===== src/rtl/cpmbx_pkg.sv =====
package cpmbx_pkg;
  // register slots, index = byte offset / 4
  localparam int NREG      = 11;
  localparam int IX_IRQCP  = 0;
  localparam int IX_HINFO  = 1;
  localparam int IX_IRQH   = 2;
  localparam int IX_CPINFO = 3;
  localparam int IX_SRST   = 4;
  localparam int IX_START1 = 5;
  localparam int IX_START2 = 6;
  localparam int IX_GPSTAT = 7;
  localparam int IX_NEXT   = 8;
  localparam int IX_CUR    = 9;
  localparam int IX_VSMODE = 10;

  // bit positions decoded by the coprocessor side
  localparam int SRST_FULL_BIT  = 0;
  localparam int SRST_CORE_BIT  = 1;
  localparam int ST1_DONE_BIT   = 0;
  localparam int ST1_IDLE_BIT   = 2;
  localparam int ST2_FETCH_BIT  = 1;
  localparam int INFO_READY_BIT = 15;
  localparam int INFO_PROC_BIT  = 14;
  localparam int INFO_INITQ_BIT = 13;

  typedef enum logic [1:0] {
    VS_HW     = 2'd0,
    VS_SWCMD  = 2'd1,
    VS_HOLD   = 2'd2,
    VS_SWMASK = 2'd3
  } vs_src_e;
endpackage


===== src/rtl/cpmbx_decode.sv =====
module cpmbx_decode #(
  parameter int ADDR_W = 8,
  parameter int NREG   = 11
) (
  input  logic              bus_sel,
  input  logic              bus_wr,
  input  logic [ADDR_W-1:0] bus_addr,
  output logic [NREG-1:0]   wr_hit,
  output logic [NREG-1:0]   rd_hit
);
  logic [NREG-1:0] match;

  genvar gi;
  generate
    for (gi = 0; gi < NREG; gi++) begin : g_slot
      assign match[gi]  = (bus_addr == ADDR_W'(gi * 4));
      assign wr_hit[gi] = bus_sel & bus_wr & match[gi];
      assign rd_hit[gi] = bus_sel & ~bus_wr & match[gi];
    end
  endgenerate
endmodule


===== src/rtl/cpmbx_rst_seq.sv =====
module cpmbx_rst_seq #(
  parameter int RST_CYCLES = 16
) (
  input  logic       clk,
  input  logic       rst_n,
  input  logic       srst_we,
  input  logic [1:0] srst_bits,
  input  logic       st1_we,
  input  logic       idle_wbit,
  input  logic       st2_we,
  input  logic       fetch_wbit,
  input  logic       cp_boot_done,
  output logic       rst_done,
  output logic       core_rst,
  output logic       idle_auth,
  output logic       fetch_en,
  output logic       booted,
  output logic       full_clr
);
  import cpmbx_pkg::*;

  localparam int CNT_W = (RST_CYCLES < 2) ? 1 : $clog2(RST_CYCLES + 1);
  localparam logic [CNT_W-1:0] CNT_LOAD = CNT_W'(RST_CYCLES - 1);

  logic [CNT_W-1:0] cnt_q, cnt_d;
  logic busy_q, busy_d;
  logic done_q, done_d;
  logic idle_q, idle_d;
  logic fetch_q, fetch_d;
  logic boot_q, boot_d;
  logic req, req_full;

  assign req      = srst_we & (srst_bits[SRST_FULL_BIT] | srst_bits[SRST_CORE_BIT]);
  assign req_full = srst_we & srst_bits[SRST_FULL_BIT];

  always_comb begin
    cnt_d   = cnt_q;
    busy_d  = busy_q;
    done_d  = done_q;
    idle_d  = idle_q;
    fetch_d = fetch_q;
    boot_d  = boot_q;

    if (st1_we) idle_d = idle_wbit;

    if (st2_we) begin
      if (fetch_wbit) begin
        if (done_q && idle_q) fetch_d = 1'b1;
      end else begin
        fetch_d = 1'b0;
        boot_d  = 1'b0;
      end
    end

    if (fetch_q && cp_boot_done) boot_d = 1'b1;

    if (busy_q) begin
      if (cnt_q == '0) begin
        busy_d = 1'b0;
        done_d = 1'b1;
      end else begin
        cnt_d = cnt_q - 1'b1;
      end
    end

    if (req) begin
      cnt_d   = CNT_LOAD;
      busy_d  = 1'b1;
      done_d  = 1'b0;
      fetch_d = 1'b0;
      boot_d  = 1'b0;
      if (req_full) idle_d = 1'b0;
    end
  end

  always_ff @(posedge clk or negedge rst_n) begin
    if (!rst_n) begin
      cnt_q   <= '0;
      busy_q  <= 1'b0;
      done_q  <= 1'b0;
      idle_q  <= 1'b0;
      fetch_q <= 1'b0;
      boot_q  <= 1'b0;
    end else begin
      cnt_q   <= cnt_d;
      busy_q  <= busy_d;
      done_q  <= done_d;
      idle_q  <= idle_d;
      fetch_q <= fetch_d;
      boot_q  <= boot_d;
    end
  end

  assign rst_done  = done_q;
  assign core_rst  = busy_q | ~done_q;
  assign idle_auth = idle_q;
  assign fetch_en  = fetch_q;
  assign booted    = boot_q;
  assign full_clr  = req_full;
endmodule


===== src/rtl/cpmbx_cmd_pipe.sv =====
module cpmbx_cmd_pipe #(
  parameter int DW = 32
) (
  input  logic          clk,
  input  logic          rst_n,
  input  logic [1:0]    vs_src,
  input  logic          hw_vsync,
  input  logic          next_we,
  input  logic [DW-1:0] next_wdata,
  input  logic          clr,
  output logic [DW-1:0] next_cmd,
  output logic [DW-1:0] cur_cmd,
  output logic          vs_pulse
);
  import cpmbx_pkg::*;

  logic [DW-1:0] next_q, next_d;
  logic [DW-1:0] cur_q, cur_d;
  logic vs_q;
  logic pulse_q, pulse_d;
  logic hw_prom, sw_prom;

  assign hw_prom = (vs_src == VS_HW) & hw_vsync & ~vs_q;
  assign sw_prom = (vs_src == VS_SWCMD) & next_we;

  always_comb begin
    next_d  = next_q;
    cur_d   = cur_q;
    pulse_d = 1'b0;
    if (clr) begin
      next_d = '0;
      cur_d  = '0;
    end else begin
      if (next_we) next_d = next_wdata;
      if (sw_prom) begin
        cur_d   = next_wdata;
        pulse_d = 1'b1;
      end else if (hw_prom) begin
        cur_d   = next_q;
        pulse_d = 1'b1;
      end
    end
  end

  always_ff @(posedge clk or negedge rst_n) begin
    if (!rst_n) begin
      next_q  <= '0;
      cur_q   <= '0;
      vs_q    <= 1'b0;
      pulse_q <= 1'b0;
    end else begin
      next_q  <= next_d;
      cur_q   <= cur_d;
      vs_q    <= hw_vsync;
      pulse_q <= pulse_d;
    end
  end

  assign next_cmd = next_q;
  assign cur_cmd  = cur_q;
  assign vs_pulse = pulse_q;
endmodule


===== src/rtl/cpmbx_top.sv =====
module cpmbx_top #(
  parameter int ADDR_W     = 8,
  parameter int DW         = 32,
  parameter int RST_CYCLES = 16
) (
  input  logic              clk,
  input  logic              rst_n,
  input  logic              bus_sel,
  input  logic              bus_wr,
  input  logic [ADDR_W-1:0] bus_addr,
  input  logic [DW-1:0]     bus_wdata,
  output logic [DW-1:0]     bus_rdata,
  input  logic              hw_vsync,
  input  logic              cp_boot_done,
  input  logic              cp_host_irq,
  input  logic [DW-1:0]     cp_gp_status,
  output logic              cp_core_rst,
  output logic              cp_idle_ok,
  output logic              cp_fetch_en,
  output logic              cp_vsync,
  output logic [DW-1:0]     cp_cur_cmd,
  output logic [DW-1:0]     cp_host_info,
  output logic              irq_to_cp,
  output logic              irq_to_host
);
  import cpmbx_pkg::*;

  logic [NREG-1:0] wr_hit, rd_hit;
  logic rst_done, idle_auth, fetch_en, booted, full_clr, core_rst;
  logic [DW-1:0] next_cmd, cur_cmd;
  logic vs_pulse;

  logic          irqcp_q, irqcp_d;
  logic          irqh_q, irqh_d;
  logic [DW-1:0] hinfo_q, hinfo_d;
  logic [1:0]    vsrc_q, vsrc_d;
  logic [DW-1:0] info_word;
  logic [DW-1:0] view [NREG];
  logic [DW-1:0] rdata_mux;

  cpmbx_decode #(.ADDR_W(ADDR_W), .NREG(NREG)) u_dec (
    .bus_sel  (bus_sel),
    .bus_wr   (bus_wr),
    .bus_addr (bus_addr),
    .wr_hit   (wr_hit),
    .rd_hit   (rd_hit)
  );

  cpmbx_rst_seq #(.RST_CYCLES(RST_CYCLES)) u_seq (
    .clk          (clk),
    .rst_n        (rst_n),
    .srst_we      (wr_hit[IX_SRST]),
    .srst_bits    (bus_wdata[1:0]),
    .st1_we       (wr_hit[IX_START1]),
    .idle_wbit    (bus_wdata[ST1_IDLE_BIT]),
    .st2_we       (wr_hit[IX_START2]),
    .fetch_wbit   (bus_wdata[ST2_FETCH_BIT]),
    .cp_boot_done (cp_boot_done),
    .rst_done     (rst_done),
    .core_rst     (core_rst),
    .idle_auth    (idle_auth),
    .fetch_en     (fetch_en),
    .booted       (booted),
    .full_clr     (full_clr)
  );

  cpmbx_cmd_pipe #(.DW(DW)) u_cmd (
    .clk        (clk),
    .rst_n      (rst_n),
    .vs_src     (vsrc_q),
    .hw_vsync   (hw_vsync),
    .next_we    (wr_hit[IX_NEXT]),
    .next_wdata (bus_wdata),
    .clr        (full_clr),
    .next_cmd   (next_cmd),
    .cur_cmd    (cur_cmd),
    .vs_pulse   (vs_pulse)
  );

  // small local registers: interrupts, info word, vsync source
  always_comb begin
    irqcp_d = wr_hit[IX_IRQCP] & bus_wdata[0];
    irqh_d  = irqh_q;
    if (wr_hit[IX_IRQH] && bus_wdata[0]) irqh_d = 1'b0;
    if (cp_host_irq) irqh_d = 1'b1;
    hinfo_d = wr_hit[IX_HINFO] ? bus_wdata : hinfo_q;
    vsrc_d  = wr_hit[IX_VSMODE] ? bus_wdata[1:0] : vsrc_q;
  end

  always_ff @(posedge clk or negedge rst_n) begin
    if (!rst_n) begin
      irqcp_q <= 1'b0;
      irqh_q  <= 1'b0;
      hinfo_q <= '0;
      vsrc_q  <= VS_HW;
    end else begin
      irqcp_q <= irqcp_d;
      irqh_q  <= irqh_d;
      hinfo_q <= hinfo_d;
      vsrc_q  <= vsrc_d;
    end
  end

  always_comb begin
    info_word = '0;
    info_word[INFO_READY_BIT] = booted & (cur_cmd == '0);
    info_word[INFO_PROC_BIT]  = booted & (cur_cmd != '0);
    info_word[INFO_INITQ_BIT] = fetch_en & ~booted;
  end

  always_comb begin
    for (int i = 0; i < NREG; i++) view[i] = '0;
    view[IX_HINFO]  = hinfo_q;
    view[IX_IRQH]   = DW'(irqh_q);
    view[IX_CPINFO] = info_word;
    view[IX_START1][ST1_DONE_BIT]  = rst_done;
    view[IX_START1][ST1_IDLE_BIT]  = idle_auth;
    view[IX_START2][ST2_FETCH_BIT] = fetch_en;
    view[IX_GPSTAT] = cp_gp_status;
    view[IX_NEXT]   = next_cmd;
    view[IX_CUR]    = cur_cmd;
    view[IX_VSMODE] = DW'(vsrc_q);
  end

  always_comb begin
    rdata_mux = '0;
    for (int i = 0; i < NREG; i++) begin
      if (rd_hit[i]) rdata_mux = rdata_mux | view[i];
    end
  end

  assign bus_rdata    = rdata_mux;
  assign cp_core_rst  = core_rst;
  assign cp_idle_ok   = idle_auth;
  assign cp_fetch_en  = fetch_en;
  assign cp_vsync     = vs_pulse;
  assign cp_cur_cmd   = cur_cmd;
  assign cp_host_info = hinfo_q;
  assign irq_to_cp    = irqcp_q;
  assign irq_to_host  = irqh_q;
endmodule


===== config.mk =====
export PLATFORM = sky130hd
export DESIGN_NAME = cpmbx_top
export DESIGN_NICKNAME = d
export VERILOG_FILES = /design/src/rtl/cpmbx_pkg.sv /design/src/rtl/cpmbx_decode.sv /design/src/rtl/cpmbx_rst_seq.sv /design/src/rtl/cpmbx_cmd_pipe.sv /design/src/rtl/cpmbx_top.sv
export SDC_FILE = /design/constraint.sdc
export NUM_CORES = 1
export LEC_CHECK = 0
export ABC_AREA = 1
export BUFFER_PORTS_ARGS = -buffer_cell sky130_fd_sc_hd__buf_2
export CORE_MARGIN = 1.5
export CORE_UTILIZATION = 33
export DETAILED_ROUTE_END_ITERATION = 8
export GPL_TIMING_DRIVEN = 0
export PLACE_DENSITY_LB_ADDON = 0.08
export SYNTH_ARGS = -nofsm -noshare
export SYNTH_HDL_FRONTEND = slang
export SYNTH_SLANG_ARGS = --single-unit

===== constraint.sdc =====
create_clock -name clk -period 4.1 [get_ports clk]
set_clock_uncertainty 0.1 [all_clocks]
set_input_delay 0.41 -clock clk [delete_from_list [all_inputs] [get_ports clk]]
set_output_delay 0.41 -clock clk [all_outputs]
set_load 0.02 [all_outputs]

* After elaboration in Yosys (flattened, before gate mapping) *
Index checks and enable logic that the tools add are counted.

cells by class
  reduce and logical (&&, ||, !) cells = 19
  mux-type cells = 39
  bitwise operators = 42
  $add $sub $neg = 1
  eq/ne operators = 14

operators by type and width
  operator               number
  $mux W32               14
  $or A32 B32 Y32        3
  $or A32 B2 Y32         2
  $eq A8 B5 Y1 const B   4
  $logic_not A32 Y1      1
  $or A32 B1 Y32         1
  $or A32 B16 Y32        1
  $or A32 B3 Y32         1
  $reduce_bool A32 Y1    1
  $and A1 B1 Y1          28
  $eq A8 B6 Y1 const B   3
  $mux W1                22
  $eq A8 B4 Y1 const B   2
  $mux W5                3
  $reduce_bool A2 Y1     5
  $eq A8 B3 Y1 const B   1
  $logic_not A8 Y1       1
  $reduce_and A2 Y1      4
  $ne A3 B1 Y1 const B   2
  $reduce_bool A3 Y1     2
  $logic_not A5 Y1       1
  $sub A5 B1 Y5 const B  1
  $not A1 Y1             4
  $logic_and A1 B1 Y1    3
  other kinds (4)        5

storage, ports and cells
  register bits after elaboration = 112
  word-level logic and storage cells = 129

* Logic depth before layout (Yosys ltp) *
Gate-level depths: netlist of run 1.

  word-level depth = 20
  gate-level depth with buffers = 10
  depth with buffers taken out = 9

* By module *
Synthesis of run 1 repeated with hierarchy kept, for this count alone.

second synthesis, totals
  cell total of the unflattened synthesis = 863
  area, all modules = 6352.3 µm²

by module, submodules not included
  module          cells each  times used  area an instance (µm²)
  cpmbx_cmd_pipe  404         1           3289.4
  cpmbx_top       333         1           2290.9
  cpmbx_rst_seq   61          1           510.5
  cpmbx_decode    65          1           261.5

* Worst setup path after synthesis of run 1 *
No wires, ideal clock.

  path kind = input to output
  start = input port bus_addr[7]
  end = output port bus_rdata[29]
  path buffers = 2
  setup slack = 2.015 ns
  data arrival time = 1.575 ns
  stages on the path = 7
  path through = nor2_1 > nand2_1 > nor3_1 > buf_2 > buf_2 > nand2_1 > nand4_1

on the way
  longest elaborated chain between the ends = 19

RTL lines
  what             RTL line            RTL
  from (decl)      cpmbx_top.sv:10     input logic [ADDR_W-1:0] bus_addr,
  $eq A8 B3 Y1     cpmbx_decode.sv:16  assign match[gi] = (bus_addr == ADDR_W'(gi * 4));
  $and A1 B1 Y1    cpmbx_decode.sv:18  assign rd_hit[gi] = bus_sel & ~bus_wr & match[gi];
  $mux W32         cpmbx_top.sv:128    if (rd_hit[i]) rdata_mux = rdata_mux | view[i];
  $or A32 B1 Y32   cpmbx_top.sv:128
  $mux W32         cpmbx_top.sv:128
  $or A32 B16 Y32  cpmbx_top.sv:128
  $mux W32         cpmbx_top.sv:128
  $or A32 B3 Y32   cpmbx_top.sv:128
  [3 not listed]   n/a
  $or A32 B32 Y32  cpmbx_top.sv:128
  $mux W32         cpmbx_top.sv:128
  $or A32 B32 Y32  cpmbx_top.sv:128
  $mux W32         cpmbx_top.sv:128
  $or A32 B32 Y32  cpmbx_top.sv:128
  $mux W32         cpmbx_top.sv:128
  $or A32 B2 Y32   cpmbx_top.sv:128
  $mux W32 *       cpmbx_top.sv:128
  to (decl)        cpmbx_top.sv:12     output logic [DW-1:0] bus_rdata,

Mark *: on every way between the ends. The rest lies on a longest branch, timed or not.

* Final worst setup path of run 1 *
  start = input port bus_wr
  end = output port bus_rdata[14]

on the way
  longest elaborated chain between the ends = 20

RTL lines
  what             RTL line            RTL
  from (decl)      cpmbx_top.sv:9      input logic bus_wr,
  $not A1 Y1 *     n/a
  $and A1 B1 Y1 *  n/a
  $and A1 B1 Y1    cpmbx_decode.sv:18
  $mux W32         cpmbx_top.sv:128
  $or A32 B1 Y32   cpmbx_top.sv:128
  $mux W32         cpmbx_top.sv:128
  $or A32 B16 Y32  cpmbx_top.sv:128
  $mux W32         cpmbx_top.sv:128
  [4 not listed]   n/a
  $or A32 B32 Y32  cpmbx_top.sv:128
  $mux W32         cpmbx_top.sv:128
  $or A32 B32 Y32  cpmbx_top.sv:128
  $mux W32         cpmbx_top.sv:128
  $or A32 B32 Y32  cpmbx_top.sv:128
  $mux W32         cpmbx_top.sv:128
  $or A32 B2 Y32   cpmbx_top.sv:128
  $mux W32 *       cpmbx_top.sv:128

Marked as above.

==> results of run 1 <==
==> sequential cells by signal, indices dropped and copies added (netlist names), 2 cells and up <==
name            cells
u_cmd.cur_cmd      32
u_cmd.next_cmd     32
u_seq.cnt_q         5
vsrc_q              2
cp_host_info       32
==> what timing repair did <==
item / 4_1_cts / 5_1_grt
endpoints found under the hold margin: 40 / 0
endpoints found under the setup margin: 0 / 0
hold buffers: 1 / 0
==> critical path, cell delays in order <==
cell and delay, ns:
buf_2 0.11, nor2_2 0.35, nand2_1 0.12, nor3_1 0.27
buf_2 0.35, buf_2 0.42, nand2_1 0.16, nand3_1 0.16
buf_2 0.19
==> layout make-up <==
cell class	instances	share of cell area (%)
plain buffers	46	2.59
clock buffers	10	3.02
clock inverters	4	0.628
inverters	66	3.27
multi-input cells	626	37.2
flip-flops and latches	112	37.0
well taps	229	3.78
repair buffers	182	12.5
==> Yosys cell counts, types with 3 or more instances <==
master / instances
buf_4: 3
nor2_2: 3
buf_1: 3
dfrtp_1: 112
nor3_1: 6
buf_2: 10
nor2_1: 52
o22ai_1: 4
nand4_1: 59
clkbuf_1: 30
o21ai_0: 70
inv_1: 64
nand3_1: 90
nand2_1: 325
==> power by group <==
part	internal, mW	switching [mW]	leakage (nW)
sequential	1.17	0.0621	1.50
combinational	0.125	0.239	2.58
clock	0.466	0.413	0.134
==> worst max path at each step <==
| stage | to | cells after the start |
|---|---|---|
| floorplan | bus_rdata[29] | 7 |
| global placement | bus_rdata[14] | 9 |
| detailed placement | bus_rdata[14] | 9 |
| CTS | bus_rdata[14] | 9 |
| global route | bus_rdata[14] | 9 |
| finish | bus_rdata[14] | 9 |
==> metal layers <==
layer | share of wire, % | global-route usage, % | vias up | wire, um
met1 | 49 | 37.2 | 3106 | 11300
met2 | 44 | 36.5 | 226 | 10200
met3 | 5.3 | 2.76 | 15 | 1230
met4 | 1.1 | 5.65 | 0 | 257
li1 | - | - | 3162 | -
met5 | 0 | 0 | - | 0
==> per-stage QoR <==
| step | worst slack (ns) | cells |
|---|---|---|
| 2_1_floorplan | 2.02 | 850 |
| 3_3_place_gp | 0.952 | 1259 |
| 3_5_place_dp | 1.03 | 1260 |
| 4_1_cts | 1.01 | 1275 |
| 5_1_grt | 0.898 | 1275 |
| 6_report | 1.04 | 1275 |
==> kinds of logic after synthesis <==
| logic type | count (synthesis) | share of synthesized area (%) |
|---|---|---|
| AOI/OAI and AO/OA | 81 | 7.06 |
| buffers and inverters | 112 | 7.33 |
| adders and majority gates | 2 | 0.413 |
| and+or+nand+nor | 543 | 39.0 |
| DFF | 112 | 46.2 |
==> results.py, run 1 <==
metrics = {
    "placement": {
        "postPlaceCellArea_um2": 7280,
        "dp_hpwl_um": 16600,
        "place.gp.congestion": 0.860,
        "port-buffer-count": 180,
    },
    "finish": {
        "layout_common_cells": "nand2_1 (325), buf_2 (189), dfrtp_1 (112)",
        "num_antenna_cells": 0,
        "fillCellCount": 1968,
        "seqCellArea_um2": 2800,
        "final_util_pct": 42.1,
        "drive_gt1_share_pct": 20.7,
        "design_area_um2": 7570,
        "multi_input_area_um2": 2820,
        "nets": 1124,
        "syn2layout_area_growth_pct": 24.9,
        "final_common_cell": "nand2_1",
    },
    "sta": {
        "rsz0062_at_grt": "no",
        "fin_crit_ns": 3.06,
        "whs_ns": 0.106,
        "fin_crit_sh_pct": 74.7,
        "setup_tns_ns": 0,
        "hold_viol_final": 0,
        "fmax_ghz": 0.327,
        "slew_headroom_pct": 47.0,
        "setup_violations": 0,
        "drv_slew": 0,
        "max_slew.worst_pin.slew_ns": 0.794,
    },
    "synth": {
        "synth_top_area_cell": "dfrtp_1",
        "netlist_top_cells_area": "dfrtp_1 (46%), nand2_1 (20%), nand3_1 (7.4%), nand4_1 (6.1%), o21ai_0 (5.8%)",
        "ys_async_sr_fraction_pct": 100,
        "avgSynthCellArea_um2": 7.13,
        "synth_nets": 931,
        "synth.lib_cells_used.distinct": 30,
        "syn-instance-count": 850,
        "synth-main-ff-cell": "dfrtp_1",
        "synth_edf_count": 0,
        "syn_area_um2": 6060,
        "synth_seq_area_share_pct": 46.2,
        "synth_top_cell_area_share_pct": 46.2,
        "ys_ff_latch": 112,
        "ys_warn_count": 0,
    },
    "cts": {
        "cts_sinks": 112,
        "clk_path_buf_depth": 2,
        "cts_tree": "yes",
        "cts_setup_buffers": 0,
        "clk_pin_slew_ns": 0.07,
        "root_buffer": "clkbuf_16",
        "cts_buffers": 9,
        "clk-insertion-delay-late_ns": 0.36,
        "post_cts_resize_count": 0,
        "htree_levels": 3,
    },
    "critical_path": {
        "startpoint": "bus_wr",
        "cp.arrival_ns": 2.55,
        "start_kind": "primary input",
        "ff2ff_path_depth": 8,
        "r2r_end": "u_cmd.cur_cmd[12]$_DFFE_PN0P_",
        "reg2reg_from": "vsrc_q[0]$_DFFE_PN0P_",
        "worstPathMaxFanout": 10,
        "path_class": "primary input to output port",
        "rrSetupSlack_ns": 2.00,
        "critPathRequiredTime_ns": 3.59,
        "critPathCaptureType": "output port",
    },
    "min_path": {
        "hold_path_end": "u_cmd.vs_q$_DFF_PN0_",
        "hold_path_class": "primary input to flip-flop",
        "hp-start": "hw_vsync",
        "holdPathStages": 1,
    },
    "detailed_routing": {
        "drtIter0Drc": 515,
        "routedWlPerCell_um": 18.1,
        "vias": 6509,
        "vias_per_cell": 5.11,
        "drc": 0,
        "drt_pre_antenna_iters": 5,
        "wl_um": 23000,
        "ant_nets": 0,
    },
    "global_routing": {
        "antenna_found_initial": 0,
        "grt_pass1_wl_um": 35900,
        "grt_max_degree": 73,
        "track_usage_pct": 24.3,
        "grt.overflow.total": 0,
        "grt_pass1_vias": 6081,
    },
    "floorplan": {
        "initial_utilization_pct": 33.8,
        "dieArea_um2": 19200,
        "ios": 181,
        "die_y_um": 139,
        "num_rows": 49,
        "coreArea_um2": 18000,
        "dieWidth_um": 139,
    },
    "power": {
        "peakVddDrop_v": 0.000197,
        "finalPower_mw": 2.48,
        "leakage_nw": 4.21,
        "pwr_density_cell_nw_per_um2": 327,
    },
    "flow_run": {
        "max_cap_viol_count": 0,
    },
    "run_status": {
        "outcome": "finished, final reports clean",
    },
}
No activity file was read; power rests on OpenSTA's default activity.
==> run 2, diff against run 1 <==
==> constraint.sdc (replaced) <==
create_clock -name clk -period 2.9 [get_ports clk]
set_clock_uncertainty 0.1 [all_clocks]
set_input_delay 0.29 -clock clk [delete_from_list [all_inputs] [get_ports clk]]
set_output_delay 0.29 -clock clk [all_outputs]
set_load 0.02 [all_outputs]
==> results.py, run 2 (same netlist as run 1, synthesis figures left out) <==
metrics = {
    "sta": {
        "max_slew.worst_pin.slew_ns": 0.795,
        "fmax_ghz": 0.364,
        "setup_ws_ns": 0.153,
        "fin_crit_ns": 2.75,
        "setup_violations": 0,
        "fin_crit_sh_pct": 94.7,
        "setup_tns_ns": 0,
        "rsz0062_at_grt": "no",
        "slew_headroom_pct": 47.0,
        "hold_viol_final": 0,
        "drv_slew": 0,
    },
    "cts": {
        "root_buffer": "clkbuf_16",
        "clk_pin_slew_ns": 0.07,
        "clk_path_buf_depth": 2,
        "cts_tree": "yes",
        "htree_levels": 3,
        "cts_sinks": 112,
        "clk-insertion-delay-late_ns": 0.36,
        "cts_buffers": 9,
    },
    "finish": {
        "final_util_pct": 42.2,
        "fillCellCount": 1968,
        "final_common_cell": "nand2_1",
        "drive_gt1_share_pct": 20.7,
        "nets": 1125,
        "syn2layout_area_growth_pct": 25.1,
        "num_antenna_cells": 0,
        "layout_common_cells": "nand2_1 (325), buf_2 (188), dfrtp_1 (112)",
    },
    "floorplan": {
        "die_y_um": 139,
        "ios": 181,
        "dieArea_um2": 19200,
        "num_rows": 49,
        "coreArea_um2": 18000,
        "initial_utilization_pct": 33.8,
        "dieWidth_um": 139,
    },
    "power": {
        "peakVddDrop_v": 0.000280,
        "finalPower_mw": 3.50,
        "pwr_density_cell_nw_per_um2": 462,
        "leakage_nw": 4.21,
    },
    "critical_path": {
        "start_kind": "primary input",
        "worstPathMaxFanout": 10,
        "reg2reg_from": "vsrc_q[0]$_DFFE_PN0P_",
        "critPathRequiredTime_ns": 2.51,
        "cp.arrival_ns": 2.36,
        "critPathCaptureType": "output port",
        "path_class": "primary input to output port",
        "ff2ff_path_depth": 8,
        "startpoint": "bus_wr",
    },
    "detailed_routing": {
        "wl_um": 23000,
        "routedWlPerCell_um": 18.1,
        "vias": 6500,
        "drt_pre_antenna_iters": 4,
        "ant_nets": 0,
        "vias_per_cell": 5.09,
        "drc": 0,
        "drtIter0Drc": 479,
    },
    "global_routing": {
        "track_usage_pct": 24.3,
        "grt_pass1_vias": 6084,
        "grt_max_degree": 73,
        "grt.overflow.total": 0,
        "grt_pass1_wl_um": 35900,
        "antenna_found_initial": 0,
    },
    "run_status": {
        "outcome": "finished, final reports clean",
    },
    "flow_run": {
        "max_cap_viol_count": 0,
    },
    "placement": {
        "port-buffer-count": 180,
        "place.gp.congestion": 0.860,
        "dp_hpwl_um": 16600,
        "place_ws_ns": 0.0696,
    },
    "min_path": {
        "hp-start": "cp_host_irq",
        "hold_path_class": "primary input to flip-flop",
        "holdPathStages": 2,
    },
}
-- run 2: changes by cell type in the layout (fill, tap and decap cells not counted), sizes merged --
| cell | change |
|---|---|
| buf | -1 |
| clkbuf | +1 |
| dlygate4sd3 | +1 |
-- run 2: area by class of cell --
type	instances	area, um^2	area share, %
Timing Repair Buffer	183	955	12.6
Inverter	66	248	3.27
Clock buffer	10	229	3.02
Clock inverter	4	47.5	0.627
Tap cell	229	287	3.78
Sequential cell	112	2800	37.0
Buffer	46	199	2.62
Multi-Input combinational cell	626	2820	37.1
-- run 2: routing by layer --
layer | GRT usage (%) | wire length (um)
met4 | 5.65 | 257
met3 | 2.80 | 1230
met1 | 37.2 | 11400
met5 | 0 | 0
met2 | 36.5 | 10100
-- run 2: path summary, 6_finish.rpt --
path | to | slack [ns]
worst max-delay path | bus_rdata[31] | 0.15
worst min-delay path | irq_to_host$_DFFE_PN0P_ | 0.02
worst max register to register | u_cmd.cur_cmd[12]$_DFFE_PN0P_ | 0.80
worst min register to register | cp_host_info[24]$_DFFE_PN0P_ | 0.42
max in group asynchronous | u_cmd.cur_cmd[21]$_DFFE_PN0P_ | 1.67
min in group asynchronous | u_seq.cnt_q[4]$_DFFE_PN0P_ | 0.31
-- run 2: where the power goes --
part           internal [mW]  switching (mW)  leakage (nW)
Combinational          0.178           0.338          2.58
Sequential              1.66          0.0883          1.50
Clock                  0.659           0.580         0.134
-- run 2: timing repair --
item | CTS | global route
hold buffers | 2 | 0
setup buffers | 0 | 0
setup endpoints to repair | 0 | 1
gates resized for setup | 0 | 1
hold endpoints to repair | 41 | 0
-- run 2: worst max-delay path: stages --
cell,delay (ns)
buf_2,0.11
nor2_2,0.35
nand4_1,0.21
nor2_2,0.53
buf_2,0.43
nand2_1,0.09
nand4_1,0.15
buf_2,0.19
-- run 2: through the flow --
stage	std cells	instance area, um^2	hold slack (ns)
final	1276	7580	0.0208
after global routing	1276	7580	0.0274
after CTS	1276	7580	0.0128
after detailed placement	1260	7280	0.138
after global placement	1259	7250	0.347
after floorplan	850	6060	-0.106
